===== config.mk =====
export PLATFORM = sky130hd
export DESIGN_NAME = byte_word_stager
export DESIGN_NICKNAME = d
export VERILOG_FILES = /design/src/rtl/stg_pkg.sv /design/src/rtl/stg_sec_fifo.sv /design/src/rtl/stg_main_buf.sv /design/src/rtl/stg_burst_ctl.sv /design/src/rtl/byte_word_stager.sv
export SDC_FILE = /design/constraint.sdc
export NUM_CORES = 1
export LEC_CHECK = 0
export ABC_CLOCK_PERIOD_IN_PS = 3670
export BUFFER_PORTS_ARGS = -buffer_cell sky130_fd_sc_hd__buf_2
export CORE_UTILIZATION = 45
export CTS_BUF_LIST = sky130_fd_sc_hd__clkbuf_8
export DETAILED_ROUTE_END_ITERATION = 8
export SYNTH_ARGS = -nofsm -noshare
export SYNTH_HDL_FRONTEND = slang
export SYNTH_SLANG_ARGS = --single-unit
export TNS_END_PERCENT = 10

===== constraint.sdc =====
create_clock -name clk -period 3.67 [get_ports clk]
set_input_delay 0.367 -clock clk [delete_from_list [all_inputs] [get_ports clk]]
set_output_delay 0.367 -clock clk [all_outputs]
set_load 0.03 [all_outputs]

===== src/rtl/stg_pkg.sv =====
package stg_pkg;
  typedef enum logic [1:0] {ST_IDLE, ST_REQ, ST_OWN, ST_END} burst_st_e;
endpackage


===== src/rtl/stg_sec_fifo.sv =====
module stg_sec_fifo #(
  parameter int DEPTH = 8,
  localparam int AW = $clog2(DEPTH)
) (
  input  logic        clk,
  input  logic        rst,
  input  logic        push,
  input  logic [7:0]  din,
  input  logic        pop,
  output logic [7:0]  dout,
  output logic [AW:0] count
);
  logic [7:0]    mem [DEPTH];
  logic [AW-1:0] wptr, rptr;

  function automatic logic [AW-1:0] bump(input logic [AW-1:0] p);
    return (p == AW'(DEPTH - 1)) ? '0 : p + 1'b1;
  endfunction

  always_ff @(posedge clk) begin
    if (push) mem[wptr] <= din;
  end

  always_ff @(posedge clk) begin
    if (rst) begin
      wptr  <= '0;
      rptr  <= '0;
      count <= '0;
    end else begin
      if (push) wptr <= bump(wptr);
      if (pop)  rptr <= bump(rptr);
      if (push && !pop)      count <= count + 1'b1;
      else if (pop && !push) count <= count - 1'b1;
    end
  end

  assign dout = mem[rptr];
endmodule


===== src/rtl/stg_main_buf.sv =====
module stg_main_buf #(
  parameter int BYTES = 32,
  localparam int BW  = $clog2(BYTES),
  localparam int FW  = BW + 1,
  localparam int WIW = BW - 2
) (
  input  logic           clk,
  input  logic           rst,
  input  logic           wr,
  input  logic [7:0]     wdata,
  input  logic           clr,
  input  logic [WIW-1:0] rd_idx,
  output logic [31:0]    rd_word,
  output logic [FW-1:0]  fill
);
  logic [7:0] mem [BYTES];

  always_ff @(posedge clk) begin
    if (wr) mem[fill[BW-1:0]] <= wdata;
  end

  always_ff @(posedge clk) begin
    if (rst || clr) fill <= '0;
    else if (wr)    fill <= fill + 1'b1;
  end

  // big-endian lanes: byte 4*i lands in bits 31:24
  for (genvar l = 0; l < 4; l++) begin : g_lane
    assign rd_word[31-8*l -: 8] = mem[{rd_idx, 2'(l)}];
  end
endmodule


===== src/rtl/stg_burst_ctl.sv =====
module stg_burst_ctl import stg_pkg::*; #(
  parameter int MAIN_BYTES = 32,
  parameter int CNT_W      = 24,
  parameter int ADDR_W     = 32,
  localparam int BW  = $clog2(MAIN_BYTES),
  localparam int FW  = BW + 1,
  localparam int WIW = BW - 2
) (
  input  logic              clk,
  input  logic              rst,
  input  logic              start,
  input  logic [CNT_W-1:0]  start_count,
  input  logic [ADDR_W-1:0] start_addr,
  input  logic              take,
  input  logic [FW-1:0]     fill,
  input  logic              sec_empty,
  input  logic              bus_grant,
  input  logic [31:0]       rd_word,
  output logic              idle,
  output logic              rem_zero,
  output logic [WIW-1:0]    rd_idx,
  output logic              main_clr,
  output logic              bus_req,
  output logic              bus_own,
  output logic              wr_valid,
  output logic [ADDR_W-1:0] wr_addr,
  output logic [31:0]       wr_data,
  output logic [3:0]        wr_be,
  output logic              done
);
  burst_st_e         state;
  logic [CNT_W-1:0]  rem;
  logic [ADDR_W-1:0] addr;
  logic              started;
  logic [WIW:0]      wcnt, nwords;
  logic [1:0]        tail;
  logic              last;

  assign idle     = (state == ST_IDLE);
  assign rem_zero = (rem == '0);
  assign rd_idx   = wcnt[WIW-1:0];
  assign main_clr = (state == ST_END);
  assign last     = (wcnt == nwords - 1'b1);

  always_ff @(posedge clk) begin
    if (rst) begin
      state    <= ST_IDLE;
      rem      <= '0;
      addr     <= '0;
      started  <= 1'b0;
      bus_req  <= 1'b0;
      bus_own  <= 1'b0;
      wr_valid <= 1'b0;
      wr_addr  <= '0;
      wr_data  <= '0;
      wr_be    <= '0;
      wcnt     <= '0;
      nwords   <= '0;
      tail     <= '0;
      done     <= 1'b0;
    end else begin
      done <= started && rem_zero && sec_empty && (fill == '0) && idle;
      if (start) begin
        rem     <= start_count;
        addr    <= start_addr;
        started <= 1'b1;
      end else if (take) begin
        rem <= rem - 1'b1;
      end
      case (state)
        ST_IDLE: begin
          if (fill == FW'(MAIN_BYTES) || (rem_zero && sec_empty && fill != '0)) begin
            bus_req <= 1'b1;
            nwords  <= fill[FW-1:2] + {{WIW{1'b0}}, |fill[1:0]};
            tail    <= fill[1:0];
            state   <= ST_REQ;
          end
        end
        ST_REQ: begin
          if (bus_grant) begin
            bus_req <= 1'b0;
            bus_own <= 1'b1;
            wcnt    <= '0;
            state   <= ST_OWN;
          end
        end
        ST_OWN: begin
          wr_valid <= 1'b1;
          wr_data  <= rd_word;
          wr_addr  <= addr;
          addr     <= addr + ADDR_W'(4);
          wr_be    <= (last && tail != 2'd0) ? ~(4'hF >> tail) : 4'hF;
          wcnt     <= wcnt + 1'b1;
          if (last) state <= ST_END;
        end
        default: begin
          wr_valid <= 1'b0;
          bus_own  <= 1'b0;
          state    <= ST_IDLE;
        end
      endcase
    end
  end
endmodule


===== src/rtl/byte_word_stager.sv =====
module byte_word_stager #(
  parameter int MAIN_BYTES = 32,
  parameter int SEC_BYTES  = 8,
  parameter int CNT_W      = 24,
  parameter int ADDR_W     = 32
) (
  input  logic              clk,
  input  logic              rst,
  input  logic              start,
  input  logic [CNT_W-1:0]  start_count,
  input  logic [ADDR_W-1:0] start_addr,
  input  logic              in_req,
  input  logic [7:0]        in_data,
  output logic              in_ack,
  output logic              bus_req,
  input  logic              bus_grant,
  output logic              bus_own,
  output logic              wr_valid,
  output logic [ADDR_W-1:0] wr_addr,
  output logic [31:0]       wr_data,
  output logic [3:0]        wr_be,
  output logic              done
);
  localparam int BW  = $clog2(MAIN_BYTES);
  localparam int FW  = BW + 1;
  localparam int WIW = BW - 2;
  localparam int SAW = $clog2(SEC_BYTES);

  logic [FW-1:0]  main_fill;
  logic [SAW:0]   sec_cnt;
  logic [7:0]     sec_rdata, main_wdata;
  logic [WIW-1:0] rd_idx;
  logic [31:0]    rd_word;
  logic idle, rem_zero, main_clr;
  logic sec_empty, main_room, to_main, accept, move, main_wr, sec_push;

  assign sec_empty = (sec_cnt == '0);
  assign main_room = (main_fill < FW'(MAIN_BYTES));
  // new bytes go straight to main only when nothing older is waiting
  assign to_main   = idle && sec_empty && main_room;
  assign accept    = !rem_zero && (to_main || sec_cnt < (SAW+1)'(SEC_BYTES));
  assign in_ack    = in_req && accept;
  assign move      = idle && !sec_empty && main_room;
  assign main_wr   = (in_ack && to_main) || move;
  assign main_wdata = move ? sec_rdata : in_data;
  assign sec_push  = in_ack && !to_main;

  stg_sec_fifo #(.DEPTH(SEC_BYTES)) u_sec (
    .clk(clk), .rst(rst), .push(sec_push), .din(in_data),
    .pop(move), .dout(sec_rdata), .count(sec_cnt)
  );

  stg_main_buf #(.BYTES(MAIN_BYTES)) u_main (
    .clk(clk), .rst(rst), .wr(main_wr), .wdata(main_wdata), .clr(main_clr),
    .rd_idx(rd_idx), .rd_word(rd_word), .fill(main_fill)
  );

  stg_burst_ctl #(.MAIN_BYTES(MAIN_BYTES), .CNT_W(CNT_W), .ADDR_W(ADDR_W)) u_ctl (
    .clk(clk), .rst(rst), .start(start), .start_count(start_count),
    .start_addr(start_addr), .take(in_ack), .fill(main_fill),
    .sec_empty(sec_empty), .bus_grant(bus_grant), .rd_word(rd_word),
    .idle(idle), .rem_zero(rem_zero), .rd_idx(rd_idx), .main_clr(main_clr),
    .bus_req(bus_req), .bus_own(bus_own), .wr_valid(wr_valid),
    .wr_addr(wr_addr), .wr_data(wr_data), .wr_be(wr_be), .done(done)
  );
endmodule


Word level (Yosys, flattened, before mapping)
Memories as Yosys holds them, arrays and structs flattened. A register that Yosys moved wholly into a read port is not among the register bits.
Cells that the tools add are included.
{"block": "word_totals", "ff_bits": 125, "latch_bits": 0, "ramBits": 320, "mem_bits_ro": 0, "inputBits": 69, "out_inout_bits": 73, "word_cells": 117, "n_memories": 2}
{"block": "classes", "addsub": 10, "n_mul": 0, "div": 0, "order_cmp": 2, "eq_ne": 10, "n_shift": 1, "n_mux": 28, "bitwise_logic": 2, "reduce_logical": 45}
{"memory": "u_main.mem", "words": 32, "width": 8, "rd": 4, "rd_ports_with_merged_regs": 4, "wr": 1, "line_no": "stg_main_buf.sv:16", "rtl": "logic [7:0] mem [BYTES];"}
{"memory": "u_sec.mem", "words": 8, "width": 8, "rd": 1, "rd_ports_with_merged_regs": 1, "wr": 1, "line_no": "stg_sec_fifo.sv:13", "rtl": "logic [7:0] mem [DEPTH];"}
{"op": "two-way mux 32 bit", "n": 2}
{"op": "two-way mux 24 bit", "n": 2}
{"op": "adder 32 x 3 -> 32 bit, second input constant", "n": 1}
{"op": "logical NOT 24 bit", "n": 1}
{"op": "subtractor 24 x 1 -> 24 bit, second input constant", "n": 1}
{"op": "logical AND 1 bit", "n": 17}
{"op": "two-way mux 4 bit", "n": 4}
{"op": "two-way mux 3 bit", "n": 4}
{"op": "nonzero test 2 bit", "n": 6}
{"op": "adder 4 x 1 -> 4 bit, second input constant", "n": 2}
{"op": "two-way mux 8 bit", "n": 1}
{"op": "case mux 4 bit (2 select lines)", "n": 1}
{"op": "subtractor 4 x 1 -> 4 bit, second input constant", "n": 2}
{"op": "two-way mux 1 bit", "n": 7}
{"op": "adder 3 x 1 -> 3 bit, second input constant", "n": 2}
{"op": "adder 6 x 1 -> 6 bit, second input constant", "n": 1}
{"op": "== test 3 bit, second input constant", "n": 2}
{"op": "== test 6 bit, second input constant", "n": 1}
{"op": "logical NOT 6 bit", "n": 1}
{"op": "< comparator 6 bit, second input constant", "n": 1}
{"op": "two-way mux 2 bit", "n": 3}
{"op": "case mux 1 bit (2 select lines)", "n": 3}
{"op": "case mux 2 bit (3 select lines)", "n": 1}
{"op": "AND reduction 2 bit", "n": 3}
{"op": "other kinds (17)", "n": 29}

Longest topological paths before layout
{"block": "logic_depth", "word_depth": 11, "mapped_depth": 16}

Cells and area by module
From an unflattened synthesis, not the netlist that was laid out.
{"block": "unflattened", "hier_cells": 1352, "area_unflattened_um2": 20126.8}
{"module": "stg_main_buf", "instances": 1, "cells_per_inst": 451, "area_per_inst_um2": 10268.6, "seq_area_each_um2": 7807.5}
{"module": "stg_burst_ctl", "instances": 1, "cells_per_inst": 719, "area_per_inst_um2": 6601.3, "seq_area_each_um2": 2822.7}
{"module": "stg_sec_fifo", "instances": 1, "cells_per_inst": 166, "area_per_inst_um2": 3100.5, "seq_area_each_um2": 2182.1}
{"module": "byte_word_stager", "instances": 1, "cells_per_inst": 16, "area_per_inst_um2": 156.4, "seq_area_each_um2": 0.0}

Least setup slack after synthesis
OpenSTA, ideal clock, no wires.
{"block": "synth_timing", "kind": "register -> register", "from": "register u_ctl.rem[0]", "to": "register u_sec.count[3]", "t_arrival_ps": 3491, "path_slack_ps": 109, "stages_incl_launch_ff": 17, "n_path_buf": 1, "path_cell_list": "dfxtp_1 -> inv_1 -> ha_1 -> nor4b_1 -> and4_1 -> buf_6 -> a21oi_1 -> nand2_1 -> inv_2 -> ha_1 -> inv_1 -> ha_1 -> a21o_1 -> a21oi_1 -> xnor2_1 -> or3_1 -> a21oi_1"}
{"block": "synth_via", "elab_chain_len": 8}
{"element": "start: declaration", "line_no": "stg_burst_ctl.sv:32", "rtl": "logic [CNT_W-1:0] rem;"}
{"element": "start signal: assignment", "line_no": "stg_burst_ctl.sv:64", "rtl": "rem <= start_count;"}
{"element": "start signal: assignment", "line_no": "stg_burst_ctl.sv:68", "rtl": "rem <= rem - 1'b1;"}
{"element": "logical NOT 24 bit *", "line_no": "stg_burst_ctl.sv:40", "rtl": "assign rem_zero = (rem == '0);"}
{"element": "logical NOT 1 bit *", "line_no": "byte_word_stager.sv:41", "rtl": "assign accept = !rem_zero && (to_main || sec_cnt < (SAW+1)'(SEC_BYTES));"}
{"element": "logical AND 1 bit *", "line_no": "byte_word_stager.sv:41"}
{"element": "logical AND 1 bit *", "line_no": "byte_word_stager.sv:42", "rtl": "assign in_ack = in_req && accept;"}
{"element": "net in_ack", "line_no": "byte_word_stager.sv:14", "rtl": "output logic in_ack,"}
{"element": "logical AND 1 bit *", "line_no": "byte_word_stager.sv:46", "rtl": "assign sec_push = in_ack && !to_main;"}
{"element": "net sec_push", "line_no": "byte_word_stager.sv:35", "rtl": "logic sec_empty, main_room, to_main, accept, move, main_wr, sec_push;"}
{"element": "logical NOT 1 bit", "line_no": "stg_sec_fifo.sv:33", "rtl": "else if (pop && !push) count <= count - 1'b1;"}
{"element": "logical AND 1 bit", "line_no": "stg_sec_fifo.sv:33"}
{"element": "nonzero test 2 bit (no source line)"}
{"element": "end signal: assignment", "line_no": "stg_sec_fifo.sv:32", "rtl": "if (push && !pop) count <= count + 1'b1;"}
{"element": "end signal: assignment", "line_no": "stg_sec_fifo.sv:33"}
{"element": "end: declaration", "line_no": "stg_sec_fifo.sv:11", "rtl": "output logic [AW:0] count"}
Mark *: on every way through the listed nets, which the timed path passes. The rest lies on a longest branch.
A chain may end at the register's enable or synchronous reset.

Worst setup path in the final report
{"block": "layout_timing", "from": "register u_ctl.rem[0]", "to": "register u_sec.count[3]"}
{"block": "layout_via", "elab_chain_len": 8}
{"element": "logical NOT 24 bit *", "line_no": "stg_burst_ctl.sv:40"}
{"element": "logical NOT 1 bit *", "line_no": "byte_word_stager.sv:41"}
{"element": "logical AND 1 bit *", "line_no": "byte_word_stager.sv:41"}
{"element": "logical AND 1 bit *", "line_no": "byte_word_stager.sv:42"}
{"element": "logical AND 1 bit *", "line_no": "byte_word_stager.sv:46"}
{"element": "net sec_push", "line_no": "byte_word_stager.sv:35"}
{"element": "logical NOT 1 bit", "line_no": "stg_sec_fifo.sv:33"}
{"element": "logical AND 1 bit", "line_no": "stg_sec_fifo.sv:33"}
{"element": "nonzero test 2 bit (no source line)"}
Marked as above.

==> reports/metrics.csv <==
metric;value;unit
yosysSeqAreaShare;64.29;%
required;4210;ps
maxCapViolations;0;
place_inst;2080;
r2r_end;u_sec.count[3];
status;complete, no violations;
ant_nets;0;
nets;1675;
fin_crit_sh;91.81;%
gr-usage-all-layers;19.93;%
pin_count;142;
cts_buffers;79;
ys_types;61;
startpoint_type;flop;
vias;12130;
synth_fp_nets;1481;
die_w;212.4;µm
timing.critical_path.from;u_ctl.rem[0];
peakVddDrop;0.4257;mV
htreeDepth;3;
p_leak;7.845;nW
hold_violations;0;
syn2layout_area_growth;16.30;%
finalSetupTns;0;ps
p_sw;4.169;mW
dp_hpwl;27910;µm
final_cell_area;23180;µm²
clk_path_buf_depth;3;
end_kind;flop;
die_area;45130;µm²
wire_per_inst;19.85;µm
synth-edff-count;320;
dominantRegCellSynth;edfxtp_1;
layout.cells.non_filler;2234;
endpoint;u_sec.count[3];
seq_area;12820;µm²
cp.arrival;3910;ps
grt_max_degree;84;
r2r_cells;15;
wl;44340;µm
multi_input_area;6698;µm²
skew;18.34;ps
drive_gt1_share;25.59;%
switching_share;28.79;%
first_pass_iters;5;
pwr-share-clk;31.5;%
seq_power_share;49.0;%
worstMarginPinSlew;930.1;ps
clock_latency;610;ps
grt_pass1_vias;12030;
antenna_found_initial;0;
gp_congestion;0.8155;
relSlewSlack;38.00;%
port_buffers;141;
slew_violations;0;
drt_iter0_markers;867;
root_buffer;clkbuf_8;
fillers;3637;
power_density;624.7;nW/µm²
period_needed;3369;ps
cts.sinks;480;
setup_viol;0;
comb_power_share;19.4;%
cts_tree;done;
cp_max_fo;10;
avgViaCountPerCell;5.427;
ys_warn_count;0;
r2r_slack;300;ps
hp-class;in2reg;
ys_seq_elements;480;
syn_inst;1389;
postSynthAreaPerCell;14.35;µm²
rsz0062_at_grt;no;
path_clk_slew;60;ps
antenna_cells;0;
synth_area;19930;µm²
path_class;reg2reg;
cell_internal_pwr;10.31;mW
start_util;45.96;%
grt-ovfl-total;0;
grt_pass1_wl;68180;µm
async_flop_share;0;%
cts_setup_buffers;0;
fp.dieH;212.4;µm
drc;0;
r2r_start;u_ctl.rem[0];
core_area;43360;µm²
fmax;296.8;MHz
rows;76;
dpl-instance-area;21530;µm²
-- critical path: stages (launching register included) --
cell,delay (ps)
dfxtp_1,320
inv_1,80
ha_1,140
nor4b_1,340
and4_4,390
a21oi_1,150
nand2_1,270
inv_2,140
ha_1,240
inv_1,120
ha_1,240
a21o_1,170
a21oi_1,170
xnor2_1,90
or3_1,300
a21oi_1,140
-- layer usage --
| layer | up-vias | track usage [%] | share of wire (%) |
|---|---|---|---|
| met1 | 6018 | 28.60 | 47 |
| met2 | 312 | 30.83 | 47 |
| li1 | 5747 | - | - |
| met4 | 0 | 6.500 | 1.7 |
| met3 | 48 | 3.397 | 5.1 |
| met5 | - | 0 | 0 |
-- power by group through the flow --
stage / logic, mW / registers [mW] / clock network, mW
after floorplan: 1.69 / 7.19 / 0
after global placement: 2.79 / 7.19 / 0
after detailed placement: 2.86 / 7.21 / 0
after CTS: 2.87 / 7.10 / 4.72
after global routing: 3.10 / 7.13 / 4.95
final: 2.81 / 7.10 / 4.56
-- flip-flops by register name, summed over array words and instances (netlist names), named ones only --
| register | count |
|---|---|
| u_main.mem | 256 |
| u_sec.mem | 64 |
| u_ctl.addr | 32 |
| u_ctl.wr_addr | 32 |
| wr_data | 32 |
| u_ctl.rem | 24 |
| u_main.fill | 6 |
| u_ctl.nwords | 4 |
| u_ctl.wcnt | 4 |
| u_ctl.wr_be | 4 |
| u_sec.count | 4 |
| u_sec.rptr | 3 |
| u_sec.wptr | 3 |
| u_ctl.state | 2 |
| u_ctl.tail | 2 |
| u_ctl.bus_own | 1 |
| u_ctl.bus_req | 1 |
| u_ctl.done | 1 |
| u_ctl.started | 1 |
| u_ctl.wr_valid | 1 |
-- stage by stage --
stage          setup WS [ps]  util [%]  total power [mW]  hold slack, ps
2_1_floorplan          108.5         -             8.879           431.8
3_3_place_gp           118.4     49.66             9.982           444.4
3_5_place_dp           126.2     49.66             10.07           457.1
4_1_cts                115.2     53.45             14.69          0.7398
6_report               300.6     53.45             14.48           44.39
5_1_grt                46.65     53.45             15.18           34.84
-- kinds of logic (layout without fill, tap and decap cells) --
family | Yosys count | count (layout) | synth area share (%)
buf+inv | 119 | 379 | 2.361
flops | 480 | 480 | 64.29
simple gates | 354 | 354 | 8.909
fa+ha+maj | 23 | 23 | 1.482
mux | 163 | 163 | 13.22
xor+xnor | 53 | 53 | 2.329
compound gates | 197 | 197 | 7.415
-- placed cells by master (no fill, tap or decap), types with 4 or more instances in the layout --
cell type      count
buf_4             54
nor3_1            17
clkinv_2           4
nand3_1           22
mux2i_1           82
nor2b_1           28
xnor2_1           39
o21a_1             5
a2111oi_2          5
or3_1              9
clkinv_1           9
o21ai_0           11
nor2_1           158
a311oi_1           6
inv_1             60
edfxtp_1         320
nand4_1           10
nand2_1           34
and2_1             5
and4_1            10
o21ai_2            9
or2_2              5
nand2b_1           5
dlygate4sd3_1      7
dfxtp_1          157
clkbuf_8          95
a2111oi_0          7
ha_1              21
xor2_1            14
and3_1            10
buf_2            140
buf_12             4
mux4_2            80
a211oi_1         110
nor4_1            21
a21oi_1           27
-- layout make-up --
| type | instances | area share [%] |
|---|---|---|
| flip-flops and latches | 480 | 55.31 |
| multi-input cells | 790 | 28.90 |
| clock buffers | 95 | 5.641 |
| repair buffers | 205 | 5.420 |
| well taps | 585 | 3.158 |
| clock inverters | 52 | 1.139 |
| inverters | 27 | 0.4373 |
-- worst min path at each step --
| stage | from | end | slack, ps | depth (start not counted) |
|---|---|---|---|---|
| 2_1_floorplan | u_ctl.started | u_ctl.started | 430 | 2 |
| 3_3_place_gp | u_ctl.wr_be[3] | u_ctl.wr_be[3] | 440 | 2 |
| 3_5_place_dp | u_ctl.wr_be[3] | u_ctl.wr_be[3] | 460 | 2 |
| 4_1_cts | start_count[23] | u_ctl.rem[23] | 0.7 | 3 |
| 5_1_grt | start_count[4] | u_ctl.rem[4] | 30 | 3 |
| 6_report | start_count[4] | u_ctl.rem[4] | 40 | 3 |
-- cell usage after synthesis, types with 10 or more instances --
library cell | number | share of area [%]
a211oi_1 | 110 | 4.1
a21oi_1 | 27 | 0.68
and3_1 | 10 | 0.31
and4_1 | 11 | 0.48
buf_1 | 13 | 0.24
buf_2 | 12 | 0.30
clkbuf_1 | 65 | 1.2
dfxtp_1 | 160 | 16
edfxtp_1 | 320 | 48
ha_1 | 22 | 1.4
inv_1 | 26 | 0.49
mux2i_1 | 82 | 4.1
mux4_2 | 80 | 9.0
nand2_1 | 34 | 0.64
nand3_1 | 22 | 0.55
nand4_1 | 10 | 0.31
nor2_1 | 158 | 3.0
nor2b_1 | 28 | 0.88
nor3_1 | 17 | 0.43
nor4_1 | 21 | 0.66
o21ai_0 | 19 | 0.48
xnor2_1 | 39 | 1.7
xor2_1 | 14 | 0.62
-- timing repair --
item	4_1_cts	5_1_grt
hold buffers	7	0
endpoints found under the setup margin	0	1
gates resized for setup	0	2
endpoints found under the hold margin	7	0
Note: power is estimated with default switching activity, not from simulation.
